==> src/rtl/bct_pkg.sv <==
package bct_pkg;

  // clock-select codes with behavioural meaning
  localparam logic [3:0] CS_EXT_RISE = 4'b0101;
  localparam logic [3:0] CS_EXT_FALL = 4'b0110;

  // number of prescaler bits that must be all ones for each internal tap
  function automatic int tap_shift(input int idx);
    case (idx)
      0: return 0;
      1: return 1;
      2: return 2;
      3: return 3;
      4: return 4;
      5: return 6;
      6: return 8;
      default: return 10;
    endcase
  endfunction

endpackage

==> src/rtl/bct_prescaler.sv <==
module bct_prescaler #(
  parameter int PSC_W = 10,
  parameter int NTAPS = 8
) (
  input  logic       clk,
  input  logic       rst_n,
  input  logic [3:0] csel,
  output logic       psc_tick
);
  localparam int SEL_W = $clog2(NTAPS);

  logic [PSC_W-1:0] div_q;
  logic [NTAPS-1:0] taps;

  always_ff @(posedge clk or negedge rst_n) begin
    if (!rst_n) div_q <= '0;
    else        div_q <= div_q + PSC_W'(1);
  end

  for (genvar g = 0; g < NTAPS; g++) begin : g_tap
    localparam int SH = bct_pkg::tap_shift(g);
    if (SH == 0) begin : g_full
      assign taps[g] = 1'b1;
    end else begin : g_div
      assign taps[g] = &div_q[SH-1:0];
    end
  end

  assign psc_tick = csel[3] & taps[csel[SEL_W-1:0]];


  div2_gap_chk: assert property (@(posedge clk) disable iff (!rst_n)
    (csel == 4'b1001 && $past(csel) == 4'b1001 && $past(psc_tick)) |-> !psc_tick);

  no_int_tick_chk: assert property (@(posedge clk) disable iff (!rst_n)
    !csel[3] |-> !psc_tick);
endmodule

==> src/rtl/bct_sync_edge.sv <==
module bct_sync_edge #(
  parameter int STAGES = 2
) (
  input  logic clk,
  input  logic rst_n,
  input  logic pin,
  output logic rise,
  output logic fall
);
  logic [STAGES-1:0] sync_q;
  logic              prev_q;

  always_ff @(posedge clk or negedge rst_n) begin
    if (!rst_n) begin
      sync_q <= '0;
      prev_q <= 1'b0;
    end else begin
      sync_q <= {sync_q[STAGES-2:0], pin};
      prev_q <= sync_q[STAGES-1];
    end
  end

  assign rise = sync_q[STAGES-1] & ~prev_q;
  assign fall = ~sync_q[STAGES-1] & prev_q;


  edge_excl_chk: assert property (@(posedge clk) disable iff (!rst_n)
    $onehot0({rise, fall}));

  no_back2back_rise_chk: assert property (@(posedge clk) disable iff (!rst_n)
    rise |=> !rise);
endmodule

==> src/rtl/bct_core.sv <==
module bct_core #(
  parameter int CW = 8
) (
  input  logic          clk,
  input  logic          rst_n,
  input  logic          tick,
  input  logic          mode_cap,
  input  logic          clr,
  input  logic [CW-1:0] load_val,
  input  logic          cap_evt,
  output logic          tgl_out,
  output logic          match_evt,
  output logic          ovf_evt,
  output logic [CW-1:0] cap_q
);
  logic [CW-1:0] cnt_q;
  logic [CW-1:0] cmp_q;
  logic          hit;

  assign hit       = (cnt_q == cmp_q);
  assign match_evt = tick & ~clr & ~mode_cap & hit;
  assign ovf_evt   = tick & ~clr & mode_cap & (&cnt_q);

  always_ff @(posedge clk or negedge rst_n) begin
    if (!rst_n) begin
      cnt_q <= '0;
      cmp_q <= '0;
    end else if (clr) begin
      cnt_q <= '0;
      cmp_q <= load_val;
    end else if (tick) begin
      if (!mode_cap && hit) cnt_q <= '0;
      else                  cnt_q <= cnt_q + CW'(1);
    end
  end

  always_ff @(posedge clk or negedge rst_n) begin
    if (!rst_n)         tgl_out <= 1'b0;
    else if (match_evt) tgl_out <= ~tgl_out;
  end

  always_ff @(posedge clk or negedge rst_n) begin
    if (!rst_n)       cap_q <= '0;
    else if (cap_evt) cap_q <= cnt_q;
  end


  clr_zero_chk: assert property (@(posedge clk) disable iff (!rst_n)
    clr |=> (cnt_q == '0));

  match_restart_chk: assert property (@(posedge clk) disable iff (!rst_n)
    match_evt |=> (cnt_q == '0) && (tgl_out != $past(tgl_out)));

  hold_chk: assert property (@(posedge clk) disable iff (!rst_n)
    (!tick && !clr) |=> $stable(cnt_q) && $stable(cmp_q));

  wrap_chk: assert property (@(posedge clk) disable iff (!rst_n)
    ovf_evt |=> (cnt_q == '0));

  no_ovf_interval_chk: assert property (@(posedge clk) disable iff (!rst_n)
    !mode_cap |-> !ovf_evt);
endmodule

==> src/rtl/bct_timer.sv <==
module bct_timer #(
  parameter int CW       = 8,
  parameter int PSC_W    = 10,
  parameter int SYNC_STG = 2
) (
  input  logic          clk,
  input  logic          rst_n,
  input  logic          reg_sel,
  input  logic          reg_we,
  input  logic [7:0]    reg_wdata,
  output logic [7:0]    reg_rdata,
  input  logic          ie_match,
  input  logic          ie_ovf,
  input  logic          ack_match,
  input  logic          ack_ovf,
  input  logic          ext_clk,
  input  logic          cap_pin,
  output logic          tmr_out,
  output logic          irq_match,
  output logic          irq_ovf
);
  import bct_pkg::*;

  logic          mode_q, clr_q;
  logic [3:0]    cs_q;
  logic [CW-1:0] data_q;
  logic          wr_ctrl, wr_data;
  logic          psc_tick, ext_rise, ext_fall, cap_rise, cap_fall, tick;
  logic          match_evt, ovf_evt;
  logic [CW-1:0] cap_q;
  logic          wdata_unused;

  assign wr_ctrl      = reg_we & ~reg_sel;
  assign wr_data      = reg_we & reg_sel;
  assign wdata_unused = ^{reg_wdata[7:6], cap_fall};

  always_ff @(posedge clk or negedge rst_n) begin
    if (!rst_n) begin
      mode_q <= 1'b0;
      clr_q  <= 1'b0;
      cs_q   <= '0;
    end else if (wr_ctrl) begin
      mode_q <= reg_wdata[5];
      clr_q  <= reg_wdata[4];
      cs_q   <= reg_wdata[3:0];
    end else begin
      clr_q  <= 1'b0;
    end
  end

  always_ff @(posedge clk or negedge rst_n) begin
    if (!rst_n)       data_q <= '0;
    else if (wr_data) data_q <= reg_wdata[CW-1:0];
  end

  bct_prescaler #(.PSC_W(PSC_W), .NTAPS(8)) u_psc (
    .clk(clk), .rst_n(rst_n), .csel(cs_q), .psc_tick(psc_tick));

  bct_sync_edge #(.STAGES(SYNC_STG)) u_ext (
    .clk(clk), .rst_n(rst_n), .pin(ext_clk), .rise(ext_rise), .fall(ext_fall));

  bct_sync_edge #(.STAGES(SYNC_STG)) u_cap (
    .clk(clk), .rst_n(rst_n), .pin(cap_pin), .rise(cap_rise), .fall(cap_fall));

  always_comb begin
    case (cs_q)
      CS_EXT_RISE: tick = ext_rise;
      CS_EXT_FALL: tick = ext_fall;
      default:     tick = psc_tick;
    endcase
  end

  bct_core #(.CW(CW)) u_core (
    .clk(clk), .rst_n(rst_n), .tick(tick), .mode_cap(mode_q), .clr(clr_q),
    .load_val(data_q), .cap_evt(cap_rise & mode_q), .tgl_out(tmr_out),
    .match_evt(match_evt), .ovf_evt(ovf_evt), .cap_q(cap_q));

  always_ff @(posedge clk or negedge rst_n) begin
    if (!rst_n) begin
      irq_match <= 1'b0;
      irq_ovf   <= 1'b0;
    end else begin
      if (match_evt && ie_match) irq_match <= 1'b1;
      else if (ack_match)        irq_match <= 1'b0;
      if (ovf_evt && ie_ovf)     irq_ovf   <= 1'b1;
      else if (ack_ovf)          irq_ovf   <= 1'b0;
    end
  end

  always_comb begin
    if (!reg_sel) reg_rdata = {2'b00, mode_q, clr_q, cs_q};
    else          reg_rdata = 8'(mode_q ? cap_q : data_q);
  end


  clr_self_chk: assert property (@(posedge clk) disable iff (!rst_n)
    (clr_q && !wr_ctrl) |=> !clr_q);

  ack_match_chk: assert property (@(posedge clk) disable iff (!rst_n)
    (ack_match && !(match_evt && ie_match)) |=> !irq_match);

  ack_ovf_chk: assert property (@(posedge clk) disable iff (!rst_n)
    (ack_ovf && !(ovf_evt && ie_ovf)) |=> !irq_ovf);

  match_en_chk: assert property (@(posedge clk) disable iff (!rst_n)
    $rose(irq_match) |-> $past(ie_match));
endmodule

==> config.mk <==
export PLATFORM = sky130hd
export DESIGN_NAME = bct_timer
export DESIGN_NICKNAME = d
export VERILOG_FILES = /design/src/rtl/bct_pkg.sv /design/src/rtl/bct_prescaler.sv /design/src/rtl/bct_sync_edge.sv /design/src/rtl/bct_core.sv /design/src/rtl/bct_timer.sv
export SDC_FILE = /design/constraint.sdc
export NUM_CORES = 1
export LEC_CHECK = 0
export ABC_AREA = 1
export ABC_CLOCK_PERIOD_IN_PS = 2300
export CORE_MARGIN = 3
export CORE_UTILIZATION = 60
export DETAILED_ROUTE_END_ITERATION = 8
export HOLD_SLACK_MARGIN = 0.08
export PLACE_DENSITY_LB_ADDON = 0.3
export SLEW_MARGIN = 20
export SYNTH_ARGS = -nofsm -noshare
export SYNTH_HDL_FRONTEND = slang
export SYNTH_SLANG_ARGS = --single-unit
==> constraint.sdc <==
create_clock -name clk -period 2.3 [get_ports clk]
set_input_delay 0.23 -clock clk [delete_from_list [all_inputs] [get_ports clk]]
set_output_delay 0.23 -clock clk [all_outputs]
set_load 0.02 [all_outputs]
==> results of run 1 <==
==> kinds of logic after synthesis <==
kind of cell	Yosys count
and+or+nand+nor	144
DFF	57
AOI/OAI and AO/OA	44
buffers and inverters	43
xor gates and xnor gates	15
muxes	3
adders and majority gates	3
==> power by group <==
group          switching, uW  internal (uW)  total (uW)
Clock                    383            588         971
Sequential               118           1120        1240
Combinational            282            219         501
Total                    783           1930        2710
==> area by class of cell <==
type / instances / area, um^2 / area share
clock buffer: 14 / 172.7 / 0.05425
clock inverter: 2 / 35.03 / 0.01101
inverter: 32 / 120.1 / 0.03774
multi-input combinational: 209 / 1036 / 0.3255
sequential: 57 / 1426 / 0.4481
tap: 50 / 62.56 / 0.01965
timing repair buffer: 35 / 330.3 / 0.1038
==> layout by cell type, fill, tap and decap left out <==
cell type	netlist	layout
o21ai_1	2	2
clkdlybuf4s50_1	0	27
and3_1	1	1
clkbuf_8	0	12
bufinv_16	0	1
ha_1	3	3
nand2_2	1	1
nor2_4	1	1
clkbuf_1	6	2
mux2_2	3	3
inv_1	29	29
buf_4	0	6
o31ai_1	2	2
dlygate4sd3_1	0	1
nand3_2	1	1
clkinv_1	1	1
o22ai_1	5	5
nand2_1	85	85
nand3_1	20	20
a21oi_1	2	2
xnor2_1	7	7
xor2_1	8	8
nor2_2	1	1
nand4_1	3	3
o21ai_0	32	32
inv_2	2	2
a31o_2	1	1
clkinv_2	0	1
dfrtp_1	57	57
buf_2	1	1
nor2_1	28	28
nor3_1	3	3
==> how the worst max path moves through the flow <==
stage	slack (ns)	cells past startpoint	endpoint
after global routing	0.03	4	reg_rdata[0]
after global placement	0.34	6	reg_rdata[5]
after CTS	0.18	4	reg_rdata[5]
after floorplan	0.76	11	u_core.cnt_q[0]
final	0.18	4	reg_rdata[0]
after detailed placement	0.30	6	reg_rdata[5]
==> registers in the layout (all words and copies together) (netlist names) <==
register and count:
clr_q 1, u_cap.sync_q 2, irq_ovf 1, data_q 8, u_ext.sync_q 2, mode_q 1, irq_match 1, u_psc.div_q 10
u_core.cnt_q 8, u_core.tgl_out 1, u_core.cmp_q 8, u_core.cap_q 8, cs_q 4, u_cap.prev_q 1, u_ext.prev_q 1
==> critical path, delay by kind of cell, from the launching register on <==
| kind | cells | cell delay [ns] |
|---|---|---|
| AOI/OAI and AO/OA | 1 | 0.13 |
| buffers and inverters | 2 | 0.84 |
| DFF | 1 | 0.49 |
| and+or+nand+nor | 1 | 0.09 |
==> layer usage <==
layer / global-route usage / up-vias / share of wire
met5: 0 / - / 0
met4: 0.09016 / 0 / 0.015
met3: 0.09280 / 9 / 0.063
met2: 0.4034 / 54 / 0.49
met1: 0.3300 / 1036 / 0.44
li1: - / 1054 / -
==> cells in the mapped netlist <==
cell type,n
nand2_2,1
nand3_1,20
nor3_1,3
inv_1,29
o31ai_1,2
nor2_2,1
nand2_1,85
xor2_1,8
o21ai_1,2
mux2_2,3
o22ai_1,5
o21ai_0,32
nor2_1,28
buf_2,1
clkbuf_2,1
clkinv_1,1
inv_2,2
and3_1,1
buf_6,3
a31o_2,1
xnor2_1,7
nand3_2,1
nand4_1,3
clkbuf_1,6
ha_1,3
dfrtp_1,57
nor2_4,1
a21oi_1,2
==> through the flow <==
stage,power [uW],instances
after global routing,2861,399
after global placement,1728,382
after floorplan,1560,309
final,2709,399
after detailed placement,1750,382
after CTS,2725,399
==> metrics.md, run 1 <==
| Metric | Value |
|---|---|
| Maximum vdd drop | 0.6598 mV |
| Num Clock Sinks | 57 |
| Final Worst Setup Slack | 0.1758 ns |
| First-pass DRT Iterations | 4 |
| CP arrival | 1.89 ns |
| GPL Wtd Cong | 0.8582 |
| H-tree lvl count | 3 |
| Io pins | 29 |
| Unrepaired setup endpoints after global routing | no |
| XOR/XNOR Fraction of Synth Area | 0.04960 |
| Hold_buf cts | 1 |
| CTS tree | built |
| DIE AREA | 5248 um^2 |
| Mux contribution to synthesized area | 0.01275 |
| Syn_nets | 330 |
| Hold Crit Depth | 1 |
| Synthesized instance count | 309 |
| Hold Crit Start | ext_clk |
| WL/cell | 14.50 um |
| Synth warnings | 0 |
| Detailed Place HPWL | 4.045 mm |
| Via count | 2153 |
| Outcome | complete, no violations |
| Sequential fraction of the synthesis area | 0.5385 |
| Final period util | 0.9236 |
| Endpoint class of the critical path | output port |
| DRC | 0 |
| PostCTS Resize Cnt | 0 |
| Final setup viols | 0 |
| Synth Area per Inst | 8.572 um^2 |
| CP Class | reg2out |
| DRT iter0 DRCs | 151 |
| Top cell type's share of synthesized area | 0.5385 |
| CP Launch Type | flip-flop |
| First-pass GRT wire length | 9.998 mm |
| # fillers | 304 |
| Area contributors post-synth | dfrtp_1 (54%), nand2_1 (12%), o21ai_0 (6.0%), inv_1 (4.1%), nor2_1 (4.0%) |
| Leak | 0.001571 uW |
| CTS max path bufs | 2 |
| Total CTS buffers | 9 |
| Number of global-route vias before repair | 2167 |
| # port buffers | 28 |
| Grt total ovfl | 0 |
| Die X | 72.44 um |
| Simple-gate share of the synthesized area | 0.2258 |
| Place WS | 0.2974 ns |
| Reg2Reg Setup Slack | 0.45 ns |
| Max incr delay on CP | 0.62 ns |
| Synth Area in Compound Gates | 0.08880 |
| WP data required | 2.07 ns |
| Initial antenna violation count | 0 |
| Capturing point of the worst reg2reg path | u_core.cnt_q[6] |
| Pins over their slew limit | 0 |
| Setup bufs post-CTS | 0 |
| Hold WS | 0.3329 ns |
| Die Y-Extent | 72.44 um |
| Worst slew pin tran | 0.5767 ns |
| Area grow syn2layout | 20.17% |
| CP Cell Sequence | inv_2, nor2_1, o22ai_1, clkdlybuf4s50_1 |
| Clock Skew | 0.006082 ns |
| Hold Path Sink | u_ext.sync_q[0] |
| Worst-path clk slew | 0.06 ns |
| Post-route ant nets | 0 |
| Vias per cell | 5.396 |
| Diode count | 0 |
| Ratio of cells with drive above 1 in the final layout | 0.08883 |
| Row cnt | 23 |
| Final number of hold-violating endpoints | 0 |
| Core area | 4115 um^2 |
| Power Dens Cells | 851.1 nW/um^2 |
| Largest family of logic cells by synthesized area | simple AND/OR/NAND/NOR gates |
| Root buffer cell | clkbuf_8 |
| Routed WL | 5.785 mm |
| Type of the most critical hold path | in2reg |
| Synth Area in Adders | 0.01417 |
| Worst r2r src | u_psc.div_q[0] |
| Critical path launch point | mode_q |
| Max-cap violation count | 0 |
| Core Util, Final | 0.7735 |
| Design area | 3183 um^2 |
| Synth Cell Area | 2649 um^2 |
| Max-Slew Margin vs Limit | 0.6155 |
| Crit-path slowest cell | clkdlybuf4s50_1 |
| Distinct cells, synth | 28 |
| Flops & latches, synth | 57 |
| Worst r2r path cells | 11 |
| Setup TNS | 0 ns |
| Largest net degree at the start of global routing | 28 |
| Minimum clock period | 2.124 ns |
| Overall Global Routing Usage | 0.2566 |
| Final nets | 365 |
| Max Clk Rate | 0.4708 GHz |
| Initial Util | 0.6437 |
| Cell Area, Placed | 2965 um^2 |
| Most area-hungry cell type in the Yosys netlist | dfrtp_1 |
| Worst-path fanout max | 10 |
| Clock Latency Late Sink | 0.34 ns |
(Power assumes the default switching activity.)
==> inputs of run 2 (changes only) <==
Settings changed: CORE_UTILIZATION 60 to 45.
==> metrics.md, run 2 (synthesis results as in run 1) <==
| Metric | Value |
|---|---|
| Overall Global Routing Usage | 0.1969 |
| Num Clock Sinks | 57 |
| Area grow syn2layout | 20.88% |
| Vias per cell | 4.948 |
| Root buffer cell | clkbuf_8 |
| Worst-path clk slew | 0.06 ns |
| WL/cell | 13.29 um |
| Final period util | 0.9376 |
| Setup TNS | 0 ns |
| Unrepaired setup endpoints after global routing | no |
| Final setup viols | 0 |
| CTS tree | built |
| Critical path launch point | reg_sel |
| CP Class | in2out |
| Endpoint class of the critical path | output port |
| Core area | 5608 um^2 |
| GPL Wtd Cong | 0.8500 |
| Routed WL | 5.582 mm |
| CTS max path bufs | 2 |
| Die Y-Extent | 82.72 um |
| Worst slew pin tran | 0.4888 ns |
| Clock Skew | 0.008312 ns |
| Max-Slew Margin vs Limit | 0.6738 |
| Io pins | 29 |
| Commonest non-fill, non-tap cells in the layout | nand2_1 (85), dfrtp_1 (56), o21ai_0 (32), inv_1 (29), nor2_1 (28) |
| WP data required | 2.07 ns |
| Pins over their slew limit | 0 |
| Worst-path fanout max | 12 |
| Number of global-route vias before repair | 2074 |
| Final number of hold-violating endpoints | 0 |
| DIE AREA | 6843 um^2 |
| Final Worst Setup Slack | 0.1434 ns |
| Max-cap violation count | 0 |
| Hold Crit Start | ext_clk |
| Largest net degree at the start of global routing | 24 |
| DRC | 0 |
| Die X | 82.72 um |
| Post-route ant nets | 0 |
| Maximum vdd drop | 0.4373 mV |
| Ratio of cells with drive above 1 in the final layout | 0.09483 |
| # port buffers | 28 |
| Power Dens Cells | 831.9 nW/um^2 |
| Minimum clock period | 2.157 ns |
| Leak | 0.001567 uW |
| Design area | 3202 um^2 |
| Most common cell after layout, fill and taps aside | nand2_1 |
| CP arrival | 1.93 ns |
| Initial Util | 0.4723 |
| First-pass GRT wire length | 9.915 mm |
| Grt total ovfl | 0 |
| Via count | 2078 |
| Initial antenna violation count | 0 |
| Row cnt | 27 |
| First-pass DRT Iterations | 4 |
| Diode count | 0 |
| Outcome | complete, no violations |
| Setup bufs post-CTS | 0 |
| # fillers | 543 |
| Cell Area, Placed | 2985 um^2 |
| Max reg flops | 10 |
| CP Launch Type | input pin |
| Final nets | 364 |
| Type of the most critical hold path | in2reg |
| Total power | 2664 uW |
| Total CTS buffers | 9 |
| Clock Latency Late Sink | 0.33 ns |
| Place WS | 0.1335 ns |
| H-tree lvl count | 3 |
| Detailed Place HPWL | 4.085 mm |
| DRT iter0 DRCs | 197 |
| Worst r2r src | u_psc.div_q[0] |
| Top reg by flops | u_psc.div_q |
| Max Clk Rate | 0.4637 GHz |
[run 2: cell count changes in the layout (fill, tap and decap cells not counted), sizes merged]
| cell | change |
|---|---|
| clkbuf | -3 |
| clkinv | +3 |
| buf | -1 |
[run 2: final timing paths]
kind	end	slack, ns	cells after the start
min in group asynchronous	u_cap.sync_q[0]	0.36	2
hold reg to reg	u_ext.sync_q[1]	0.35	0
setup / recovery	reg_rdata[0]	0.14	4
hold / removal	u_ext.sync_q[0]	0.34	1
max in group asynchronous	data_q[3]	1.30	3
setup reg to reg	u_core.cnt_q[6]	0.43	11
[run 2: metrics by stage]
stage / utilization / instances / hold WS, ns
2_1_floorplan: - / 309 / -0.06559
3_3_place_gp: 0.5324 / 403 / 0.1735
3_5_place_dp: 0.5324 / 403 / 0.1760
4_1_cts: 0.5707 / 420 / 0.3260
5_1_grt: 0.5710 / 420 / 0.3372
6_report: 0.5710 / 420 / 0.3391
[run 2: power by group]
part | leakage (uW) | total (uW) | internal, uW | switching, uW
clock | 0.000109 | 940 | 555 | 385
sequential | 0.000729 | 1230 | 1120 | 115
combinational | 0.000729 | 489 | 216 | 273
[run 2: what timing repair did]
item,in CTS,in global routing
hold buffers,1,0
gates resized for setup,0,1
setup endpoints to repair,0,2
hold endpoints to repair,16,0
[run 2: cell type report]
class	count	area (um^2)	area share
clock inverter	5	53.80	0.01680
inverter	32	120.1	0.03751
sequential	57	1428	0.4459
tap	72	90.09	0.02814
clock buffer	11	151.4	0.04728
multi-input combinational	209	1036	0.3236
timing repair buffer	34	322.8	0.1008
[run 2: worst max-delay path, stage by stage]
cell and delay [ns]:
clkdlybuf4s50_1 0.65, buf_4 0.27, o22ai_1 0.16, clkdlybuf4s50_1 0.62
[run 2: metal layers]
metal / routed length (um) / track usage / vias up
met2: 2562 / 0.2941 / 68
li1: - / - / 1053
met3: 386 / 0.04013 / 8
met4: 96 / 0.09967 / 0
met5: 0 / 0 / -
met1: 2537 / 0.2716 / 949
